<file path="src/rtl/sag_peak_pkg.sv">
package sag_peak_pkg;
  localparam int LVL_W = 8;
  typedef logic [LVL_W-1:0] lvl_t;
  typedef enum logic {CH_VOLT = 1'b0, CH_CURR = 1'b1} chan_e;
endpackage

</file>
<file path="src/rtl/mag_code.sv">
module mag_code
  import sag_peak_pkg::*;
#(
  parameter int SAMPLE_W = 24
) (
  input  logic [SAMPLE_W-1:0] smp_i,
  output lvl_t                code_o
);
  logic [SAMPLE_W-1:0] absv;
  logic [SAMPLE_W-2:0] mag;

  always_comb begin
    absv = smp_i[SAMPLE_W-1] ? (~smp_i + 1'b1) : smp_i;
    // only the most negative value leaves the MSB set: saturate
    mag  = absv[SAMPLE_W-1] ? '1 : absv[SAMPLE_W-2:0];
  end

  assign code_o = mag[SAMPLE_W-2 -: LVL_W];
endmodule

</file>
<file path="src/rtl/sag_tracker.sv">
module sag_tracker
  import sag_peak_pkg::*;
(
  input  logic clk_i,
  input  logic rst_ni,
  input  logic valid_i,
  input  logic zx_i,
  input  lvl_t code_i,
  input  lvl_t lvl_i,
  input  lvl_t cyc_i,
  output logic sag_o
);
  lvl_t hc_pk_q, cnt_q, cnt_nxt;
  logic armed_q, sag_q, low_hc, reach;

  always_comb begin
    low_hc  = hc_pk_q < lvl_i;
    cnt_nxt = (cnt_q == '1) ? cnt_q : cnt_q + 1'b1;
    reach   = ({1'b0, cnt_q} + 9'd1) >= {1'b0, cyc_i};
  end

  always_ff @(posedge clk_i or negedge rst_ni) begin
    if (!rst_ni) begin
      hc_pk_q <= '0;
      cnt_q   <= '0;
      armed_q <= 1'b1;
      sag_q   <= 1'b0;
    end else begin
      sag_q <= 1'b0;
      if (zx_i) begin
        hc_pk_q <= valid_i ? code_i : '0;
        if (low_hc) begin
          cnt_q <= cnt_nxt;
          if (armed_q && reach) begin
            sag_q   <= 1'b1;
            armed_q <= 1'b0;
          end
        end else begin
          cnt_q   <= '0;
          armed_q <= 1'b1;
        end
      end else if (valid_i && code_i > hc_pk_q) begin
        hc_pk_q <= code_i;
      end
    end
  end

  assign sag_o = sag_q;

  a_r6_sag_after_zx: assert property (@(posedge clk_i) disable iff (!rst_ni)
    sag_q |-> $past(zx_i));
  a_r5_cnt_step: assert property (@(posedge clk_i) disable iff (!rst_ni)
    (zx_i && low_hc && cnt_q != '1) |=> (cnt_q == $past(cnt_q) + 8'd1));
  a_r5_cnt_clear: assert property (@(posedge clk_i) disable iff (!rst_ni)
    (zx_i && !low_hc) |=> (cnt_q == '0));
  a_r7_rearm_cause: assert property (@(posedge clk_i) disable iff (!rst_ni)
    $rose(armed_q) |-> $past(zx_i && hc_pk_q >= lvl_i));
endmodule

</file>
<file path="src/rtl/peak_checker.sv">
module peak_checker
  import sag_peak_pkg::*;
#(
  parameter int NUM_PH = 3,
  parameter int SEL_W  = 2
) (
  input  logic                    clk_i,
  input  logic                    rst_ni,
  input  logic                    valid_i,
  input  lvl_t [NUM_PH-1:0]       v_code_i,
  input  lvl_t [NUM_PH-1:0]       i_code_i,
  input  lvl_t                    v_lvl_i,
  input  lvl_t                    i_lvl_i,
  input  logic [SEL_W-1:0]        sel_i,
  input  logic                    chan_i,
  output logic                    peak_o
);
  logic sel_ok, hit, peak_q;
  lvl_t cand, thr;
  logic [SEL_W-1:0] idx;

  always_comb begin
    sel_ok = int'(sel_i) < NUM_PH;
    idx    = sel_ok ? sel_i : '0;
    cand   = (chan_e'(chan_i) == CH_CURR) ? i_code_i[idx] : v_code_i[idx];
    thr    = (chan_e'(chan_i) == CH_CURR) ? i_lvl_i : v_lvl_i;
    hit    = valid_i && sel_ok && (cand > thr);
  end

  always_ff @(posedge clk_i or negedge rst_ni) begin
    if (!rst_ni) peak_q <= 1'b0;
    else         peak_q <= hit;
  end

  assign peak_o = peak_q;

  a_r2_peak_needs_valid: assert property (@(posedge clk_i) disable iff (!rst_ni)
    peak_q |-> $past(valid_i));
  a_r3_peak_sel_range: assert property (@(posedge clk_i) disable iff (!rst_ni)
    peak_q |-> $past(int'(sel_i) < NUM_PH));
endmodule

</file>
<file path="src/rtl/sag_peak_monitor.sv">
module sag_peak_monitor
  import sag_peak_pkg::*;
#(
  parameter int NUM_PH   = 3,
  parameter int SAMPLE_W = 24,
  localparam int SEL_W   = $clog2(NUM_PH + 1)
) (
  input  logic                       clk_i,
  input  logic                       rst_ni,
  input  logic                       smp_valid_i,
  input  logic [NUM_PH*SAMPLE_W-1:0] v_smp_i,
  input  logic [NUM_PH*SAMPLE_W-1:0] i_smp_i,
  input  logic [NUM_PH-1:0]          zx_i,
  input  logic [7:0]                 sag_lvl_i,
  input  logic [7:0]                 sag_cyc_i,
  input  logic [7:0]                 v_pk_lvl_i,
  input  logic [7:0]                 i_pk_lvl_i,
  input  logic [SEL_W-1:0]           pk_phase_sel_i,
  input  logic                       pk_chan_sel_i,
  output logic [NUM_PH-1:0]          sag_o,
  output logic                       peak_o
);
  lvl_t [NUM_PH-1:0] v_code, i_code;

  for (genvar p = 0; p < NUM_PH; p++) begin : g_ph
    mag_code #(.SAMPLE_W(SAMPLE_W)) u_vmag (
      .smp_i (v_smp_i[p*SAMPLE_W +: SAMPLE_W]),
      .code_o(v_code[p])
    );
    mag_code #(.SAMPLE_W(SAMPLE_W)) u_imag (
      .smp_i (i_smp_i[p*SAMPLE_W +: SAMPLE_W]),
      .code_o(i_code[p])
    );
    sag_tracker u_sag (
      .clk_i  (clk_i),
      .rst_ni (rst_ni),
      .valid_i(smp_valid_i),
      .zx_i   (zx_i[p]),
      .code_i (v_code[p]),
      .lvl_i  (sag_lvl_i),
      .cyc_i  (sag_cyc_i),
      .sag_o  (sag_o[p])
    );
  end

  peak_checker #(.NUM_PH(NUM_PH), .SEL_W(SEL_W)) u_peak (
    .clk_i   (clk_i),
    .rst_ni  (rst_ni),
    .valid_i (smp_valid_i),
    .v_code_i(v_code),
    .i_code_i(i_code),
    .v_lvl_i (v_pk_lvl_i),
    .i_lvl_i (i_pk_lvl_i),
    .sel_i   (pk_phase_sel_i),
    .chan_i  (pk_chan_sel_i),
    .peak_o  (peak_o)
  );

  a_r9_idle_after_reset: assert property (@(posedge clk_i)
    $rose(rst_ni) |-> (sag_o == '0 && !peak_o));
endmodule

</file>
<file path="config.mk">
export PLATFORM = sky130hd
export DESIGN_NAME = sag_peak_monitor
export DESIGN_NICKNAME = d
export VERILOG_FILES = /design/src/rtl/sag_peak_pkg.sv /design/src/rtl/mag_code.sv /design/src/rtl/sag_tracker.sv /design/src/rtl/peak_checker.sv /design/src/rtl/sag_peak_monitor.sv
export SDC_FILE = /design/constraint.sdc
export NUM_CORES = 1
export LEC_CHECK = 0
export ABC_AREA = 1
export CAP_MARGIN = 30
export CELL_PAD_IN_SITES_DETAIL_PLACEMENT = 1
export CELL_PAD_IN_SITES_GLOBAL_PLACEMENT = 1
export CORE_ASPECT_RATIO = 1.4
export CORE_MARGIN = 2
export CORE_UTILIZATION = 38
export CTS_BUF_LIST = sky130_fd_sc_hd__clkbuf_4
export CTS_CLUSTER_DIAMETER = 80
export DETAILED_ROUTE_END_ITERATION = 16
export GPL_TIMING_DRIVEN = 0
export PLACE_DENSITY = 0.95
export SYNTH_ARGS = -nofsm -noshare
export SYNTH_HDL_FRONTEND = slang
export SYNTH_SLANG_ARGS = --single-unit
</file>
<file path="constraint.sdc">
create_clock -name clk_i -period 5 [get_ports clk_i]
set_input_delay 0.5 -clock clk_i [delete_from_list [all_inputs] [get_ports clk_i]]
set_output_delay 0.5 -clock clk_i [all_outputs]
set_load 0.01 [all_outputs]
</file>
# [Word level (Yosys, flattened, before mapping)]
# Index checks and enable logic that the tools add are counted.
[word_totals] wordCells=118 output_inout_bits=4 ram_bits=0 in_bits=185 latchBits=0 rom_bits=0 mem_count=0 ff_bits=55
[classes] order_cmp=12 n_shift=0 n_mux=49 n_addsub=12 n_eq_ne=9 div_mod_pow=0 reduce_logical=17 mul=0 bitwise_logic=6
[ops] operator="2-to-1 mux 8 bit" count=19
[ops] operator="adder 24 x 1 -> 24 bit (second input constant)" count=6
[ops] operator="2-to-1 mux 24 bit" count=6
[ops] operator="inverter 24 bit" count=6
[ops] operator="2-to-1 mux 23 bit" count=6
[ops] operator="binary-select mux 8 bit (select 2 bit)" count=2
[ops] operator="greater-than comparator 8 bit" count=4
[ops] operator="adder 8 x 1 -> 9 bit (second input constant)" count=3
[ops] operator="greater-or-equal comparator 9 x 8 -> 1 bit" count=3
[ops] operator="adder 8 x 1 -> 8 bit (second input constant)" count=3
[ops] operator="== test 8 bit (second input constant)" count=3
[ops] operator="less-than comparator 8 bit" count=3
[ops] operator="2-to-1 mux 1 bit" count=15
[ops] operator="inequality test 2 bit (second input constant)" count=6
[ops] operator="AND reduction 2 bit" count=6
[ops] operator="logical AND 1 bit" count=8
[ops] operator="nonzero test 2 bit" count=3
[ops] operator="less-than comparator 2 x 3 -> 1 bit (second input constant)" count=1
[ops] operator="less-than comparator 2 bit (second input constant)" count=1
[ops] operator="2-to-1 mux 2 bit" count=1

# [Longest topological paths before layout]
[depth] depth_word=9 ltp_mapped=19 mapped_depth_nobuf=19

# [Cells and area by module]
# Synthesis repeated with hierarchy kept, for this count alone.
[unflattened] cells_unflattened=1417 area_unflattened_um2=8152.8
[by_module_without_submodules] mod="sag_tracker at g_ph[0].u_sag ..." n_inst=2 cells_each=221 area_per_inst_um2=1547.7 seq_area_each_um2=451.7
[by_module_without_submodules] mod="mag_code" n_inst=6 cells_each=98 area_per_inst_um2=445.4 seq_area_each_um2=0.0
[by_module_without_submodules] mod="sag_tracker at g_ph[1].u_sag" n_inst=1 cells_each=221 area_per_inst_um2=1555.2 seq_area_each_um2=451.7
[by_module_without_submodules] mod="peak_checker" n_inst=1 cells_each=166 area_per_inst_um2=829.5 seq_area_each_um2=25.0

# [Worst setup path before layout]
# No wires, ideal clock.
[synth_path] kind="input to register" from="in v_smp_i[23]" to="reg g_ph[0].u_sag.hc_pk_q[5]" path_slack_ns=2.615 required_time_ns=4.873 t_arrival_ns=2.258 path_buffers=1 setup_ns=0.127 path_stages=14 cell_sequence="clkbuf_1 -> o21ai_0 -> a21oi_1 -> inv_1 -> ha_1 -> nand2_1 -> nor3_1 -> nand3_1 -> nand3_1 -> nand2_1 -> nand2_1 -> inv_2 -> nand2_1 -> o21ai_0"
[synth_via] elab_chain_cells=7 elab_cells_between_ends=10 classes_between="add/sub (1); order compare (1); mux (5); bitwise (1); reduce/logical (2)"
[synth_rtl] element="from (decl)" line_no="sag_peak_monitor.sv:11" source="input logic [NUM_PH*SAMPLE_W-1:0] v_smp_i,"
[synth_rtl] element="inverter 24 bit" line_no="mag_code.sv:13" source="absv = smp_i[SAMPLE_W-1] ? (~smp_i + 1'b1) : smp_i;"
[synth_rtl] element="adder 24 x 1 -> 24 bit" line_no="mag_code.sv:13"
[synth_rtl] element="2-to-1 mux 24 bit *" line_no="mag_code.sv:13"
[synth_rtl] element="2-to-1 mux 23 bit *" line_no="mag_code.sv:15" source="mag = absv[SAMPLE_W-1] ? '1 : absv[SAMPLE_W-2:0];"
[synth_rtl] element="greater-than comparator 8 bit" line_no="sag_tracker.sv:42" source="end else if (valid_i && code_i > hc_pk_q) begin"
[synth_rtl] element="logical AND 1 bit" line_no="sag_tracker.sv:42"
[synth_rtl] element="nonzero test 2 bit (no source line)"
[synth_rtl] element="to (signal assigned)" line_no="sag_tracker.sv:31" source="hc_pk_q <= valid_i ? code_i : '0;"
[synth_rtl] element="to (signal assigned)" line_no="sag_tracker.sv:43" source="hc_pk_q <= code_i;"
[synth_rtl] element="to (decl)" line_no="sag_tracker.sv:13" source="lvl_t hc_pk_q, cnt_q, cnt_nxt;"
# Every way passes the cells marked *; elsewhere a longest branch is shown, timed or not. The select of a mux whose other input is x is not followed.
# A chain may end at the register's enable or synchronous reset.

# [Worst setup path after layout]
[layout_path] from="in v_smp_i[23]" to="reg g_ph[0].u_sag.hc_pk_q[4]"
# Same word-level chain as after synthesis.

==> summary.md <==
| Metric | Value |
|---|---|
| Outcome | `completed` |
| CP Capture Type | `flop` |
| Syn nets | `1528` |
| DR vias/cell | `5.31` |
| PortBufs | `around 180` |
| Worst stage delay on the critical path | `0.62 ns` |
| Fillers | `roughly 2700` |
| Latest clock arrival within the worst-skew pair | `slightly below 0.4 ns` |
| Deepest clock path buffer count | `2` |
| H-tree Lvls | `2` |
| Least-Margin Pin Slew | `roughly 0.60 ns` |
| Reg2Reg Setup Slack | `2.38 ns` |
| Final-report max-slew violation count | `0` |
| Wire per inst | `between 15 and 20 µm` |
| CTS root buffer | `clkbuf_4` |
| Avg Inst Size Synth | `5.91 µm²` |
| Hold_buf cts | `0` |
| Area growth, synth to finish | `29.6%` |
| Vias in the first global route | `9770` |
| DP HPWL | `roughly 23000 µm` |
| Routed vias | `9048` |
| Max Clock Skew | `0.0129 ns` |
| Endpoints failing setup | `0` |
| Initial antenna violation count | `1` |
| DRT Wirelength | `26700 µm` |
| Post-Syn Area | `7470 µm²` |
| Post-synth ARST share | `1.00` |
| Post-route minimum period | `3.13 ns` |
| Final Worst Setup Slack | `between 1.5 and 2 ns` |
| Ports | `between 150 and 200` |
| Yosys warning count | `0` |
| FP Rows | `60` |
| VDD IR max | `94.9 µV` |
| F_max | `0.320 GHz` |
| Chip height | `roughly 170 µm` |
| Die area | `20800 µm²` |
| Hold_ws | `0.0874 ns` |
| Largest net degree at the start of global routing | `33` |
| Nets | `1719` |
| WP buf/inv | `4` |
| Global-route usage over all layers | `0.258` |
| Core ar. | `approximately 19000 µm²` |
| Period utilisation layout | `0.625` |
| Synth Instances | `1263` |
| Critical Path Start Type | `primary input` |
| Lkg Pwr | `4.96 nW` |
| Cells on worst reg2reg path | `14` |
| RSZ-0062 raised after global routing | `no` |
| Slew headroom | `0.598` |
| Unique masters post-synth | `42` |
| CP arrival | `3.41 ns` |
| GP Congestion | `between 0.8 and 0.9` |
| Post-CTS Setup Inserts | `0` |
| Worst reg2reg endpoint | `g_ph[2].u_sag.armed_q` |
| Share of cells above drive strength 1 | `0.0454` |
| Post-cts gate resize count | `0` |
| Clock sink count | `between 50 and 60` |
| DRT Pass-1 Iters | `4` |
| CTS tree | `built` |
| Setup WS pre-CTS | `1.47 ns` |
| Crit path top cell by count | `nand2_1` |
| CTS buffer count | `5` |
| Slowest stage cell, crit path | `clkdlybuf4s50_1` |
| Crit-path cells | `clkdlybuf4s50_1, clkbuf_1, o21ai_0, a21oi_1, inv_1, ha_1, nand2_1, nor3_1, nand3_1, nand3_1, nand2_1, nand2_1, inv_2, nand2_1, o21ai_0` |
| Residual DRC | `0` |
| GR Overflow Total | `0` |
| Post-synth EDFFs | `0` |
| Sequential fraction of the synthesis area | `0.185` |
| Setup TNS | `0 ns` |
| Power per cell area | `about 190 nW/µm²` |
| Crit path max-delay family | `buffers and inverters` |
| Kind of critical path | `primary input to flop` |
| Max-cap violations | `0` |
| Routed Antenna Nets | `0` |
| First-pass GRT wire length | `43700 µm` |
| Worst EP required | `between 5 and 6 ns` |
| Reg2reg start | `g_ph[2].u_sag.cnt_q[0]` |
| Hold Vio Cnt, Final | `0` |
| Crit Path Max Fanout | `10` |
| Seq cells post-synth | `55` |
| DR iter-0 viols | `267` |
| Final Power | `1.81 mW` |
| Die W | `between 100 and 150 µm` |
| Reg clk slew, reported paths | `0.15 ns` |
| HP Class | `primary input to asynchronous set/reset pin` |
| Initial cell density of the core | `0.389` |
| Most used DFF post-synth | `dfrtp_1` |
## power by group
part           total (mW)  internal, mW  switching [mW]  leakage, nW
Clock               0.201        0.0587           0.143       0.0331
Sequential          0.623         0.535          0.0883        0.719
Combinational       0.981         0.425           0.556         4.20
Total                1.81          1.02           0.787         4.96
## registers in the layout, indices dropped and copies added, names as in the netlist
name,cells
g_ph.u_sag.armed_q,3
g_ph.u_sag.cnt_q,24
g_ph.u_sag.hc_pk_q,24
g_ph.u_sag.sag_o,3
u_peak.peak_o,1
## area by class of cell
| cell class | count | area, µm² | area share |
|---|---|---|---|
| Antenna cell | 1 | 2.50 | 0.000258 |
| Clock inverter | 2 | 8.76 | 0.000905 |
| Timing Repair Buffer | 184 | 1850 | 0.191 |
| Clock buffer | 6 | 45.0 | 0.00465 |
| Multi-Input combinational cell | 1032 | 5400 | 0.558 |
| Tap cell | 248 | 310 | 0.0321 |
| Inverter | 158 | 593 | 0.0613 |
| Buffer | 18 | 93.8 | 0.00969 |
| Sequential cell | 55 | 1380 | 0.143 |
## cell families after synthesis
kind of cell             share of synthesized area
XOR/XNOR                                    0.0223
AND/OR/NAND/NOR                              0.485
multiplexers                               0.00938
adder cells (fa/ha/maj)                      0.134
flip-flops                                   0.185
AO/OA/AOI/OAI                               0.0729
buffers and inverters                       0.0920
## metal layers
metal  global-route usage  vias up  wire length [µm]
met1                0.252     4266              9680
li1                     -     4471                 -
met3               0.0312       88               902
met2                0.520      223             14900
met4                0.124        0              1290
met5                    0        -                 0
## cell usage after synthesis (3+ instances only)
| library cell | count | area share |
|---|---|---|
| nand2_1 | 393 | 0.20 |
| nor2_1 | 194 | 0.098 |
| nand3_1 | 158 | 0.11 |
| inv_1 | 152 | 0.076 |
| ha_1 | 80 | 0.13 |
| dfrtp_1 | 52 | 0.17 |
| a21oi_1 | 42 | 0.028 |
| nand4_1 | 25 | 0.021 |
| o21ai_0 | 21 | 0.014 |
| nand3b_1 | 17 | 0.017 |
| xor2_1 | 17 | 0.020 |
| o21ai_1 | 14 | 0.0094 |
| nor2_2 | 12 | 0.010 |
| buf_2 | 9 | 0.0060 |
| nor3_1 | 8 | 0.0054 |
| mux2i_1 | 7 | 0.0094 |
| nand3_2 | 7 | 0.0094 |
| inv_2 | 6 | 0.0030 |
| clkbuf_1 | 5 | 0.0025 |
| buf_4 | 4 | 0.0040 |
| and3_1 | 3 | 0.0025 |
| dfstp_2 | 3 | 0.011 |
| o211ai_1 | 3 | 0.0030 |
| o21a_1 | 3 | 0.0030 |
## metrics by stage
stage	instances	utilization	instance area, µm²
final	1704	0.504	9680
after global routing	1704	0.504	9680
after CTS	1703	0.504	9680
after detailed placement	1695	0.501	9620
after global placement	1694	0.500	9610
after floorplan	1263	-	7470
## layout by cell type, fill, tap and decap left out, drive strengths merged, types with 26 or more instances in the layout
master and n:
inv 158, ha 80, nand4 26, dfrtp 52, o21ai 36, clkdlybuf4s50 182, nand2 396, nor2 208
a21oi 45, nand3 165
## how the worst max path moves through the flow
stage | cells after the start | from | slack [ns] | endpoint
final | 15 | v_smp_i[23] | 1.87 | g_ph[0].u_sag.hc_pk_q[4]
after global routing | 15 | v_smp_i[23] | 1.63 | g_ph[0].u_sag.hc_pk_q[4]
after CTS | 15 | v_smp_i[23] | 1.90 | g_ph[0].u_sag.hc_pk_q[4]
after detailed placement | 15 | v_smp_i[23] | 1.47 | g_ph[0].u_sag.hc_pk_q[4]
after global placement | 15 | v_smp_i[23] | 1.61 | g_ph[0].u_sag.hc_pk_q[1]
after floorplan | 14 | v_smp_i[23] | 2.62 | g_ph[0].u_sag.hc_pk_q[5]
Note: power is estimated with default switching activity, not from simulation.
